`config.mk`:
```
export PLATFORM = sky130hd
export DESIGN_NAME = tdm_rj_tx
export DESIGN_NICKNAME = d
export VERILOG_FILES = /design/src/rtl/tdm_rj_pkg.sv /design/src/rtl/tdm_bit_timer.sv /design/src/rtl/tdm_sample_stage.sv /design/src/rtl/tdm_slot_shifter.sv /design/src/rtl/tdm_rj_tx.sv
export SDC_FILE = /design/constraint.sdc
export NUM_CORES = 1
export LEC_CHECK = 0
export BUFFER_PORTS_ARGS = -buffer_cell sky130_fd_sc_hd__buf_2
export CAP_MARGIN = 10
export CORE_AREA = 2 2 165 102
export DETAILED_ROUTE_END_ITERATION = 8
export DIE_AREA = 0 0 167 104
export MAX_ROUTING_LAYER = met4
export PLACE_DENSITY_LB_ADDON = 0.12
export SLEW_MARGIN = 20
export SYNTH_ARGS = -nofsm -noshare
export SYNTH_HDL_FRONTEND = slang
export SYNTH_SLANG_ARGS = --single-unit
```
`constraint.sdc`:
```
create_clock -name clk -period 7.2 [get_ports clk]
set_input_delay 0.72 -clock clk [delete_from_list [all_inputs] [get_ports clk]]
set_output_delay 0.72 -clock clk [all_outputs]
set_load 0.02 [all_outputs]
```
`src/rtl/tdm_rj_pkg.sv`:
```
package tdm_rj_pkg;
  typedef enum logic [1:0] {
    WID_16 = 2'd0,
    WID_20 = 2'd1,
    WID_24 = 2'd2,
    WID_32 = 2'd3
  } wid_code_e;

  function automatic int unsigned wid_bits(input wid_code_e c);
    case (c)
      WID_16:  return 16;
      WID_20:  return 20;
      WID_24:  return 24;
      default: return 32;
    endcase
  endfunction
endpackage

```
`src/rtl/tdm_bit_timer.sv`:
```
module tdm_bit_timer #(
  parameter int PW = 7
) (
  input  logic          clk,
  input  logic          rst_n,
  input  logic          bclk,
  input  logic          wclk,
  output logic          tick,
  output logic          frame_start,
  output logic          left_now,
  output logic          synced_now,
  output logic [PW-1:0] pos_now
);
  logic          bclk_q;
  logic          wclk_last;
  logic          synced_q;
  logic [PW-1:0] pos_q;
  logic [PW-1:0] pos_inc;
  logic          half_edge;

  assign tick        = bclk_q & ~bclk;
  assign half_edge   = wclk ^ wclk_last;
  assign frame_start = tick & wclk & ~wclk_last;
  assign pos_inc     = (&pos_q) ? pos_q : pos_q + 1'b1;
  assign pos_now     = half_edge ? '0 : pos_inc;
  assign left_now    = wclk;
  assign synced_now  = synced_q | frame_start;

  always_ff @(posedge clk) begin
    if (!rst_n) begin
      bclk_q    <= 1'b0;
      wclk_last <= 1'b1;
      synced_q  <= 1'b0;
      pos_q     <= '0;
    end else begin
      bclk_q <= bclk;
      if (tick) begin
        wclk_last <= wclk;
        pos_q     <= pos_now;
        synced_q  <= synced_now;
      end
    end
  end

  assert_sync_after_start_R6: assert property (@(posedge clk) disable iff (!rst_n)
    frame_start |=> synced_q);

  assert_pos_restart_R2: assert property (@(posedge clk) disable iff (!rst_n)
    (tick && (wclk != wclk_last)) |=> (pos_q == '0));
endmodule

```
`src/rtl/tdm_sample_stage.sv`:
```
module tdm_sample_stage
  import tdm_rj_pkg::*;
#(
  parameter int SAMPLE_W = 32,
  parameter int OFF_W    = 6
) (
  input  logic                clk,
  input  logic                rst_n,
  input  logic                s_valid,
  output logic                s_ready,
  input  logic [SAMPLE_W-1:0] s_left,
  input  logic [SAMPLE_W-1:0] s_right,
  input  logic                frame_start,
  input  logic                enable,
  input  logic [1:0]          width_sel,
  input  logic [OFF_W-1:0]    slot_off,
  output logic                consumed,
  output logic                frame_en,
  output logic                en_now,
  output wid_code_e           wid_now,
  output logic [OFF_W-1:0]    off_now,
  output logic [SAMPLE_W-1:0] left_now,
  output logic [SAMPLE_W-1:0] right_now
);
  logic                hold_full;
  logic [SAMPLE_W-1:0] hold_l, hold_r;
  logic [SAMPLE_W-1:0] act_l, act_r;
  wid_code_e           wid_q;
  logic [OFF_W-1:0]    off_q;
  logic                accept, take;

  assign s_ready = ~hold_full;
  assign accept  = s_valid & s_ready;
  assign take    = frame_start & enable & hold_full;

  assign en_now    = frame_start ? enable : frame_en;
  assign wid_now   = frame_start ? wid_code_e'(width_sel) : wid_q;
  assign off_now   = frame_start ? slot_off : off_q;
  assign left_now  = take ? hold_l : act_l;
  assign right_now = take ? hold_r : act_r;

  always_ff @(posedge clk) begin
    if (!rst_n) begin
      hold_full <= 1'b0;
      hold_l    <= '0;
      hold_r    <= '0;
      act_l     <= '0;
      act_r     <= '0;
      frame_en  <= 1'b0;
      wid_q     <= WID_16;
      off_q     <= '0;
      consumed  <= 1'b0;
    end else begin
      consumed <= take;
      if (accept) begin
        hold_full <= 1'b1;
        hold_l    <= s_left;
        hold_r    <= s_right;
      end else if (take) begin
        hold_full <= 1'b0;
      end
      if (take) begin
        act_l <= hold_l;
        act_r <= hold_r;
      end
      if (frame_start) begin
        frame_en <= enable;
        wid_q    <= wid_code_e'(width_sel);
        off_q    <= slot_off;
      end
    end
  end

  assert_ready_drop_R9: assert property (@(posedge clk) disable iff (!rst_n)
    (s_valid && s_ready) |=> !s_ready);

  assert_consume_frees_R10: assert property (@(posedge clk) disable iff (!rst_n)
    consumed |-> s_ready);
endmodule

```
`src/rtl/tdm_slot_shifter.sv`:
```
module tdm_slot_shifter
  import tdm_rj_pkg::*;
#(
  parameter int SAMPLE_W  = 32,
  parameter int HALF_BITS = 64,
  parameter int PW        = 7,
  parameter int OFF_W     = 6
) (
  input  logic                clk,
  input  logic                rst_n,
  input  logic                tick,
  input  logic [PW-1:0]       pos_now,
  input  logic                left_now,
  input  logic                synced_now,
  input  logic                en_now,
  input  wid_code_e           wid_now,
  input  logic [OFF_W-1:0]    off_now,
  input  logic [SAMPLE_W-1:0] left_data,
  input  logic [SAMPLE_W-1:0] right_data,
  output logic                sd,
  output logic                oe
);
  localparam int CW = $clog2(HALF_BITS + SAMPLE_W + 1) + 1;

  logic [CW-1:0]       w_c, off_c, pos_c, start_c, stop_c, idx_c;
  logic                fits, in_slot, bit_v;
  logic [SAMPLE_W-1:0] cur;

  always_comb begin
    w_c     = CW'(wid_bits(wid_now));
    off_c   = CW'(off_now);
    pos_c   = CW'(pos_now);
    fits    = (w_c + off_c) <= CW'(HALF_BITS);
    stop_c  = CW'(HALF_BITS) - off_c;
    start_c = stop_c - w_c;
    in_slot = fits && (pos_c >= start_c) && (pos_c < stop_c);
    idx_c   = stop_c - CW'(1) - pos_c;
    cur     = left_now ? left_data : right_data;
  end

  always_comb begin
    bit_v = 1'b0;
    for (int i = 0; i < SAMPLE_W; i++) begin
      if (idx_c == CW'(i)) bit_v = cur[i];
    end
  end

  always_ff @(posedge clk) begin
    if (!rst_n) begin
      sd <= 1'b0;
      oe <= 1'b0;
    end else if (tick) begin
      oe <= synced_now & en_now & in_slot;
      sd <= synced_now & en_now & in_slot & bit_v;
    end
  end

  assert_hold_between_ticks_R5: assert property (@(posedge clk) disable iff (!rst_n)
    !tick |=> ($stable(oe) && $stable(sd)));
endmodule

```
`src/rtl/tdm_rj_tx.sv`:
```
module tdm_rj_tx
  import tdm_rj_pkg::*;
#(
  parameter int SAMPLE_W  = 32,
  parameter int HALF_BITS = 64
) (
  input  logic                         clk,
  input  logic                         rst_n,
  input  logic                         bclk,
  input  logic                         wclk,
  input  logic                         s_valid,
  output logic                         s_ready,
  input  logic [SAMPLE_W-1:0]          s_left,
  input  logic [SAMPLE_W-1:0]          s_right,
  input  logic                         enable,
  input  logic [1:0]                   width_sel,
  input  logic [$clog2(HALF_BITS)-1:0] slot_off,
  output logic                         sdata,
  output logic                         sdata_oe,
  output logic                         s_consumed
);
  localparam int OFF_W = $clog2(HALF_BITS);
  localparam int PW    = $clog2(HALF_BITS) + 1;

  logic                tick, frame_start, left_now, synced_now;
  logic [PW-1:0]       pos_now;
  logic                frame_en, en_now;
  wid_code_e           wid_now;
  logic [OFF_W-1:0]    off_now;
  logic [SAMPLE_W-1:0] left_data, right_data;

  tdm_bit_timer #(.PW(PW)) u_timer (
    .clk         (clk),
    .rst_n       (rst_n),
    .bclk        (bclk),
    .wclk        (wclk),
    .tick        (tick),
    .frame_start (frame_start),
    .left_now    (left_now),
    .synced_now  (synced_now),
    .pos_now     (pos_now)
  );

  tdm_sample_stage #(.SAMPLE_W(SAMPLE_W), .OFF_W(OFF_W)) u_stage (
    .clk         (clk),
    .rst_n       (rst_n),
    .s_valid     (s_valid),
    .s_ready     (s_ready),
    .s_left      (s_left),
    .s_right     (s_right),
    .frame_start (frame_start),
    .enable      (enable),
    .width_sel   (width_sel),
    .slot_off    (slot_off),
    .consumed    (s_consumed),
    .frame_en    (frame_en),
    .en_now      (en_now),
    .wid_now     (wid_now),
    .off_now     (off_now),
    .left_now    (left_data),
    .right_now   (right_data)
  );

  tdm_slot_shifter #(
    .SAMPLE_W  (SAMPLE_W),
    .HALF_BITS (HALF_BITS),
    .PW        (PW),
    .OFF_W     (OFF_W)
  ) u_shift (
    .clk        (clk),
    .rst_n      (rst_n),
    .tick       (tick),
    .pos_now    (pos_now),
    .left_now   (left_now),
    .synced_now (synced_now),
    .en_now     (en_now),
    .wid_now    (wid_now),
    .off_now    (off_now),
    .left_data  (left_data),
    .right_data (right_data),
    .sd         (sdata),
    .oe         (sdata_oe)
  );

  assert_drive_needs_enable_R8: assert property (@(posedge clk) disable iff (!rst_n)
    sdata_oe |-> frame_en);
endmodule

```
# Yosys cells after proc, flatten, opt, wreduce, memory -nomap -nowiden
# Index checks and enable logic that the tools add are counted.
[op_classes] shifts=0 n_eq_ne=33 n_mul=0 add_sub_neg=6 mux=43 magnitude_cmp=3 n_div=0 reduce_logical=6 bitwise=14
[op_table] op="8-bit by 5-bit equality test with 1-bit output, second input constant" n=16
[op_table] op="32-bit 2-to-1 mux" n=3
[op_table] op="8-bit by 4-bit equality test with 1-bit output, second input constant" n=8
[op_table] op="1-bit 2-to-1 mux" n=35
[op_table] op="8-bit by 3-bit equality test with 1-bit output, second input constant" n=4
[op_table] op="6-bit case mux with 3 select lines" n=1
[op_table] op="8-bit by 2-bit equality test with 1-bit output, second input constant" n=2
[op_table] op="7-bit 2-to-1 mux" n=2
[op_table] op="1-bit bitwise AND" n=9
[op_table] op="8-bit by 1-bit equality test with 1-bit output, second input constant" n=1
[op_table] op="7-bit by 8-bit greater-or-equal comparator with 1-bit output" n=1
[op_table] op="8-bit by 7-bit <= comparator with 1-bit output, second input constant" n=1
[op_table] op="8-bit zero test" n=1
[op_table] op="7-bit by 8-bit less-than comparator with 1-bit output" n=1
[op_table] op="7-bit by 6-bit subtractor with 8-bit output, first input constant" n=1
[op_table] op="8-bit by 1-bit subtractor with 8-bit output, second input constant" n=1
[op_table] op="8-bit by 6-bit subtractor with 8-bit output" n=1
[op_table] op="8-bit by 7-bit subtractor with 8-bit output" n=1
[op_table] op="6-bit by 6-bit adder with 7-bit output" n=1
[op_table] op="7-bit by 1-bit adder with 7-bit output, second input constant" n=1
[op_table] op="7-bit AND reduction" n=1
[op_table] op="6-bit 2-to-1 mux" n=1
[op_table] op="1-bit inverter" n=3
[op_table] op="2-bit by 1-bit equality test with 1-bit output, second input constant" n=1
[op_table] op="7 further kinds" n=8
[totals] output_inout_bits=4 ram_bits=0 inputBits=78 mem_bits_ro=0 n_memories=0 word_cells=120 latchBits=0 reg_bits=151

# Logic depth before layout (Yosys ltp)
[depth] ltp_word=42 mapped_depth=20 ltp_nobuf=17

# By module
# A second synthesis with hierarchy kept.
[unflattened] cells_unflattened=825 area_unflattened_um2=7699.9
[by_module_without_submodules] mod="tdm_sample_stage" cells_each=522 seq_area_each_um2=2782.7 area_per_inst_um2=5236.3 instances=1
[by_module_without_submodules] mod="tdm_slot_shifter" cells_each=221 seq_area_each_um2=40.0 area_per_inst_um2=1795.5 instances=1
[by_module_without_submodules] mod="tdm_bit_timer" cells_each=82 seq_area_each_um2=200.2 area_per_inst_um2=668.1 instances=1

# Least setup slack after synthesis
# Ideal clock, no wire load.
[synth_timing] kind="input port to flip-flop" start="input wclk" end="register u_shift.sd" path_stages=19 arrival_time_ns=4.052 required_time_ns=7.130 path_buffers=3 setup_slack_ns=3.078 setup_time_ns=0.070 path_cell_list="buf_4 > and4bb_4 > buf_4 > buf_6 > mux2i_1 > ha_1 > xor2_1 > inv_1 > ha_1 > fa_1 > o21ai_0 > a21oi_1 > xnor2_1 > ha_1 > a21o_1 > a31oi_1 > o41ai_1 > o311ai_1 > a21oi_1"
[synth_via] elab_chain_cells=40
[synth_lines] element="from (decl)" line="tdm_rj_tx.sv:10" source="input logic wclk,"
[synth_lines] element="1-bit bitwise AND (2 in series)" line="tdm_bit_timer.sv:23" source="assign frame_start = tick & wclk & ~wclk_last;"
[synth_lines] element="6-bit 2-to-1 mux" line="tdm_sample_stage.sv:38" source="assign off_now = frame_start ? slot_off : off_q;"
[synth_lines] element="7-bit by 6-bit subtractor with 8-bit output" line="tdm_slot_shifter.sv:34" source="stop_c = CW'(HALF_BITS) - off_c;"
[synth_lines] element="8-bit by 1-bit subtractor with 8-bit output" line="tdm_slot_shifter.sv:37" source="idx_c = stop_c - CW'(1) - pos_c;"
[synth_lines] element="8-bit by 7-bit subtractor with 8-bit output" line="tdm_slot_shifter.sv:37"
[synth_lines] element="8-bit zero test" line="tdm_slot_shifter.sv:44" source="if (idx_c == CW'(i)) bit_v = cur[i];"
[synth_lines] element="1-bit 2-to-1 mux (32 in series)" line="tdm_slot_shifter.sv:44"
[synth_lines] element="1-bit bitwise AND *" line="tdm_slot_shifter.sv:54" source="sd <= synced_now & en_now & in_slot & bit_v;"
[synth_lines] element="to (signal assigned)" line="tdm_slot_shifter.sv:54"
[synth_lines] element="to (decl)" line="tdm_slot_shifter.sv:20" source="output logic sd,"
# Mark *: on every way between the ends. The rest lies on a longest branch, timed or not.
# A chain may end at the register's enable or synchronous reset.

# Worst setup path after layout
[layout_timing] start="input wclk" end="register u_shift.sd"
[layout_via] elab_chain_cells=40
[layout_lines] element="1-bit bitwise AND * (2 in series)" line="tdm_bit_timer.sv:23"
[layout_lines] element="6-bit 2-to-1 mux *" line="tdm_sample_stage.sv:38"
[layout_lines] element="via off_now[3]" line="tdm_rj_tx.sv:29" source="logic [OFF_W-1:0] off_now;"
[layout_lines] element="7-bit by 6-bit subtractor with 8-bit output" line="tdm_slot_shifter.sv:34"
[layout_lines] element="8-bit by 1-bit subtractor with 8-bit output" line="tdm_slot_shifter.sv:37"
[layout_lines] element="8-bit by 7-bit subtractor with 8-bit output" line="tdm_slot_shifter.sv:37"
[layout_lines] element="8-bit zero test" line="tdm_slot_shifter.sv:44"
[layout_lines] element="1-bit 2-to-1 mux (32 in series)" line="tdm_slot_shifter.sv:44"
[layout_lines] element="1-bit bitwise AND *" line="tdm_slot_shifter.sv:54"
# Mark *: on every way through the listed nets, which the timed path passes. The rest lies on a longest branch.

==> results.yml <==
place:
  placement.io_buffers: 81
  globalplace.congestion: 0.9644
  dp_hpwl_um: 14840
route:
  drt-initial-drc-count: 485
  drt_drc_violations_left: 0
  wl_per_cell_um: 17.11
  postRouteAntennaNets: 0
  vias_per_cell: 5.393
  met3_length_um: 1500
  drt-total-wl_um: 20870
  drt-met1-wl_um: 11610
  top_layer: "met4"
  num_vias: 6579
  met2_wl_post_dr_um: 7580
  first_pass_iters: 5
power_and_ir_drop:
  power.switching_fraction_pct: 26.45
  power.share.combinational_pct: 8.7
  power_report.internal_total_w: 0.001453
  worst_ir_drop_vdd_v: 0.0001886
  pwr-share-clk_pct: 47.2
  pwr_density_cell_mw_per_mm2: 223.7
  power_w: 0.001976
  leakage_nw: 3.540
  switching_power_w: 0.0005227
  sequentialPowerShare_pct: 44.1
timing:
  rsz_0062_raised_after_global_routing: "no"
  worst_clock_skew_ns: 0.01839
  slew_headroom_pct: 46.85
  fin_crit_sh_pct: 71.79
  fmax_mhz: 193.5
  layout_min_cycle_time_ns: 5.169
  timing_worst_slew_pin_value_ns: 0.7972
  final_hold_viol_count: 0
  timing.final.max_slew_violations: 0
  final-setup-viol-count: 0
  totalNegativeSetupSlack_ns: 0
critical_path:
  max_stage_delay_ns: 0.72
  worst-endpoint-required_ns: 7.54
  cpMostUsedCell: "sky130_fd_sc_hd__nor3_1"
  reg2reg_to: "u_shift.sd"
  kind_of_end_point_of_the_critical_path: "flop"
  start_kind: "input pin"
  reg2reg_setup_slack_ns: 2.63
  crit_chain: "buf_2, nand4bb_1, mux2i_1, inv_1, nor3_1, xnor2_1, ha_1, or4b_1, nand3_1, a311oi_1, nor3_1, nand2_1, nor3_1, o311ai_1, a21oi_1"
  critPathMaxFanout: 44
  worst_ep_arrival_ns: 5.51
  slowest_stage: "sky130_fd_sc_hd__nand4bb_1"
  critical-path-top-delay-family: "simple AND/OR/NAND/NOR gates"
  timing.critical_path.buf_inv: 2
  reg2regPathDepth: 14
  critical_path.reg2reg.startpoint: "u_timer.wclk_last"
  crit_type: "in2reg"
floorplanning:
  die-width_um: 167
  design.die.area_mm2: 0.01737
  num_rows: 36
  die_y_um: 104
  initial_core_utilization_pct: 49.04
  design.core.area_mm2: 0.01590
  design.portCount: 82
clocking:
  cts_resized: 0
  tritoncts.num_buffers: 17
  tritoncts: "yes"
  clk_pin_slew_worst_paths_ns: 0.07
  cts.htree.levels: 4
  setup_repair_bufs_after_cts: 0
  clkSinkCount: 151
  hold_bufs_inserted_after_cts: 0
  cts_max_path_buffers: 2
  cts.root.buffer_cell: "sky130_fd_sc_hd__clkbuf_16"
  worst_skew_pair.late_latency_ns: 0.42
cells_and_area:
  num-nets-final: 1108
  post_route_cells_drive_above_1_share_pct: 13.55
  diodes: 0
  area_growth_syn_to_layout_pct: 13.27
global_route:
  wire_length_of_the_first_global_routing_pass_um: 33680
  grt_remaining_overflow: 0
  first_global_vias: 6010
  grt_start_max_net_pins: 97
  grt_use_total_pct: 25.17
  antenna_found_initial: 0
logic_synthesis:
  number_of_enable_type_register_cells_in_the_synthesized_netlist: 0
  post-synth-top-area-cell: "sky130_fd_sc_hd__dfxtp_1"
  synthCells: 952
  yosysTopAreaCellShare_pct: 38.77
  yosys_register_bits: 151
  synth_cell_types: 70
  syn_area_mm2: 0.007797
  portion_of_the_post_synthesis_area_used_by_sequential_elements_pct: 38.77
  synth_nets: 1062
  netlist_top_cells_area: "sky130_fd_sc_hd__dfxtp_1 39%, sky130_fd_sc_hd__nand2_1 12%, sky130_fd_sc_hd__a21boi_0 12%"
  ys.flop_type: "sky130_fd_sc_hd__dfxtp_1"
  synthArstFlopShare_pct: 0
  ys_warn_count: 0
  postSynthAreaPerCell_um2: 8.191
job:
  timing.max_cap.violations: 0
min_path:
  capture_endpoint_of_the_worst_hold_path: "u_stage.act_r[29]"
  holdPathStages: 2
  hp-class: "reg2reg"
  hold_path_startpoint: "u_stage.hold_r[29]"
run_status:
  outcome: "complete, no violations"
-- tightest hold or removal path, delay by kind of cell, from the launching register on --
family	cells	cell delay [ns]
AND/OR/NAND/NOR	1	0.05
AO/OA/AOI/OAI	1	0.06
flip-flops	1	0.31
-- power groups by stage --
stage,Sequential [W],Clock (W),Combinational (W)
final,0.000872,0.000932,0.000172
after global placement,0.000890,0,0.000171
after CTS,0.000872,0.000945,0.000172
after global routing,0.000875,0.000983,0.000194
after floorplan,0.000884,0,0.000118
after detailed placement,0.000891,0,0.000171
-- routing by layer --
| metal | vias up | global-route usage [%] |
|---|---|---|
| met2 | 162 | 30.78 |
| met5 | - | - |
| met1 | 3050 | 39.80 |
| met4 | 0 | 5.665 |
| li1 | 3352 | - |
| met3 | 15 | 6.545 |
-- registers in the layout, summed over array words and instances, names as in the netlist --
name               count
u_timer.synced_q       1
u_timer.wclk_last      1
u_shift.oe             1
u_stage.consumed       1
u_stage.hold_l        32
u_stage.wid_q          2
u_stage.off_q          6
u_shift.sd             1
u_stage.hold_r        32
u_stage.act_r         32
u_stage.hold_full      1
u_timer.pos_q          7
u_stage.frame_en       1
u_timer.bclk_q         1
u_stage.act_l         32
-- layout by cell type (no fill, tap or decap), drive strengths merged, types with 2 or more instances in the layout --
master | netlist | final
nor2b | 25 | 25
mux2i | 19 | 19
o32ai | 2 | 2
nor3 | 12 | 12
clkinv | 0 | 2
nor2 | 31 | 31
nand2 | 255 | 255
mux2 | 2 | 2
nor4b | 4 | 4
o211ai | 6 | 6
a211oi | 10 | 10
a31oi | 9 | 9
fa | 3 | 3
xor2 | 6 | 6
a311oi | 6 | 6
nand4 | 3 | 3
o21a | 6 | 6
o31ai | 5 | 5
buf | 19 | 89
nor3b | 2 | 2
o311ai | 3 | 3
inv | 29 | 39
nand4b | 2 | 2
bufinv | 0 | 2
and3 | 8 | 8
a211o | 3 | 3
o2111ai | 2 | 2
and2 | 10 | 10
a21o | 6 | 6
nand2b | 5 | 5
nand3 | 21 | 21
o22ai | 5 | 5
a31o | 2 | 2
a21oi | 19 | 19
clkbuf | 43 | 17
dfxtp | 151 | 151
a21boi | 122 | 122
ha | 29 | 29
xnor2 | 11 | 11
o21ai | 40 | 40
-- worst max path at each step --
| stage | from | end | slack (ns) | cells past startpoint |
|---|---|---|---|---|
| 3_5_place_dp | wclk | u_shift.sd | 1.65 | 15 |
| 5_1_grt | wclk | u_shift.sd | 1.52 | 15 |
| 4_1_cts | wclk | u_shift.sd | 2.10 | 15 |
| 2_1_floorplan | wclk | u_shift.sd | 3.08 | 19 |
| 3_3_place_gp | wclk | u_shift.sd | 1.84 | 15 |
| 6_report | wclk | u_shift.sd | 2.03 | 15 |
-- through the flow --
stage	instances	util (%)	worst slack, ns	area, µm²	hold slack (ns)
finish	1220	55.55	2.031	8832	0.4645
CTS	1220	55.55	2.103	8832	0.4664
global route	1220	55.55	1.517	8832	0.4881
global placement	1188	51.75	1.839	8228	0.4540
floorplan	952	-	3.078	7797	0.4390
detailed placement	1188	51.75	1.646	8228	0.4567
-- cell families (layout without fill, tap and decap cells) --
kind of cell / count (synthesis) / after routing / share of synthesized area (%)
DFF: 151 / 151 / 38.77
muxes: 21 / 21 / 2.985
buffers and inverters: 91 / 150 / 5.359
xor gates and xnor gates: 17 / 17 / 2.150
AOI/OAI and AO/OA: 256 / 256 / 23.54
adders and majority gates: 32 / 32 / 5.424
and+or+nand+nor: 384 / 384 / 21.77
-- cells in the mapped netlist (4+ instances only) --
cell,count
sky130_fd_sc_hd__a211oi_1,8
sky130_fd_sc_hd__a21boi_0,121
sky130_fd_sc_hd__a21o_1,6
sky130_fd_sc_hd__a21oi_1,19
sky130_fd_sc_hd__a311oi_1,6
sky130_fd_sc_hd__a31oi_1,9
sky130_fd_sc_hd__and2_1,10
sky130_fd_sc_hd__and3_1,8
sky130_fd_sc_hd__buf_2,4
sky130_fd_sc_hd__buf_4,5
sky130_fd_sc_hd__buf_6,7
sky130_fd_sc_hd__clkbuf_1,43
sky130_fd_sc_hd__dfxtp_1,151
sky130_fd_sc_hd__ha_1,29
sky130_fd_sc_hd__inv_1,28
sky130_fd_sc_hd__mux2i_1,18
sky130_fd_sc_hd__nand2_1,254
sky130_fd_sc_hd__nand2b_1,5
sky130_fd_sc_hd__nand3_1,20
sky130_fd_sc_hd__nor2_1,30
sky130_fd_sc_hd__nor2b_1,25
sky130_fd_sc_hd__nor3_1,12
sky130_fd_sc_hd__nor4b_1,4
sky130_fd_sc_hd__o211ai_1,5
sky130_fd_sc_hd__o21a_1,6
sky130_fd_sc_hd__o21ai_0,37
sky130_fd_sc_hd__o22ai_1,5
sky130_fd_sc_hd__o31ai_1,4
sky130_fd_sc_hd__xnor2_1,10
sky130_fd_sc_hd__xor2_1,6
-- final cells by class --
class	count	area [µm²]
fillers	1512	7068
multi-input cells	710	4367
flip-flops and latches	151	3023
repair buffers	89	467.9
clock buffers	17	425.4
well taps	209	261.5
clock inverters	15	178.9
inverters	29	108.9
(Power assumes the default switching activity.)
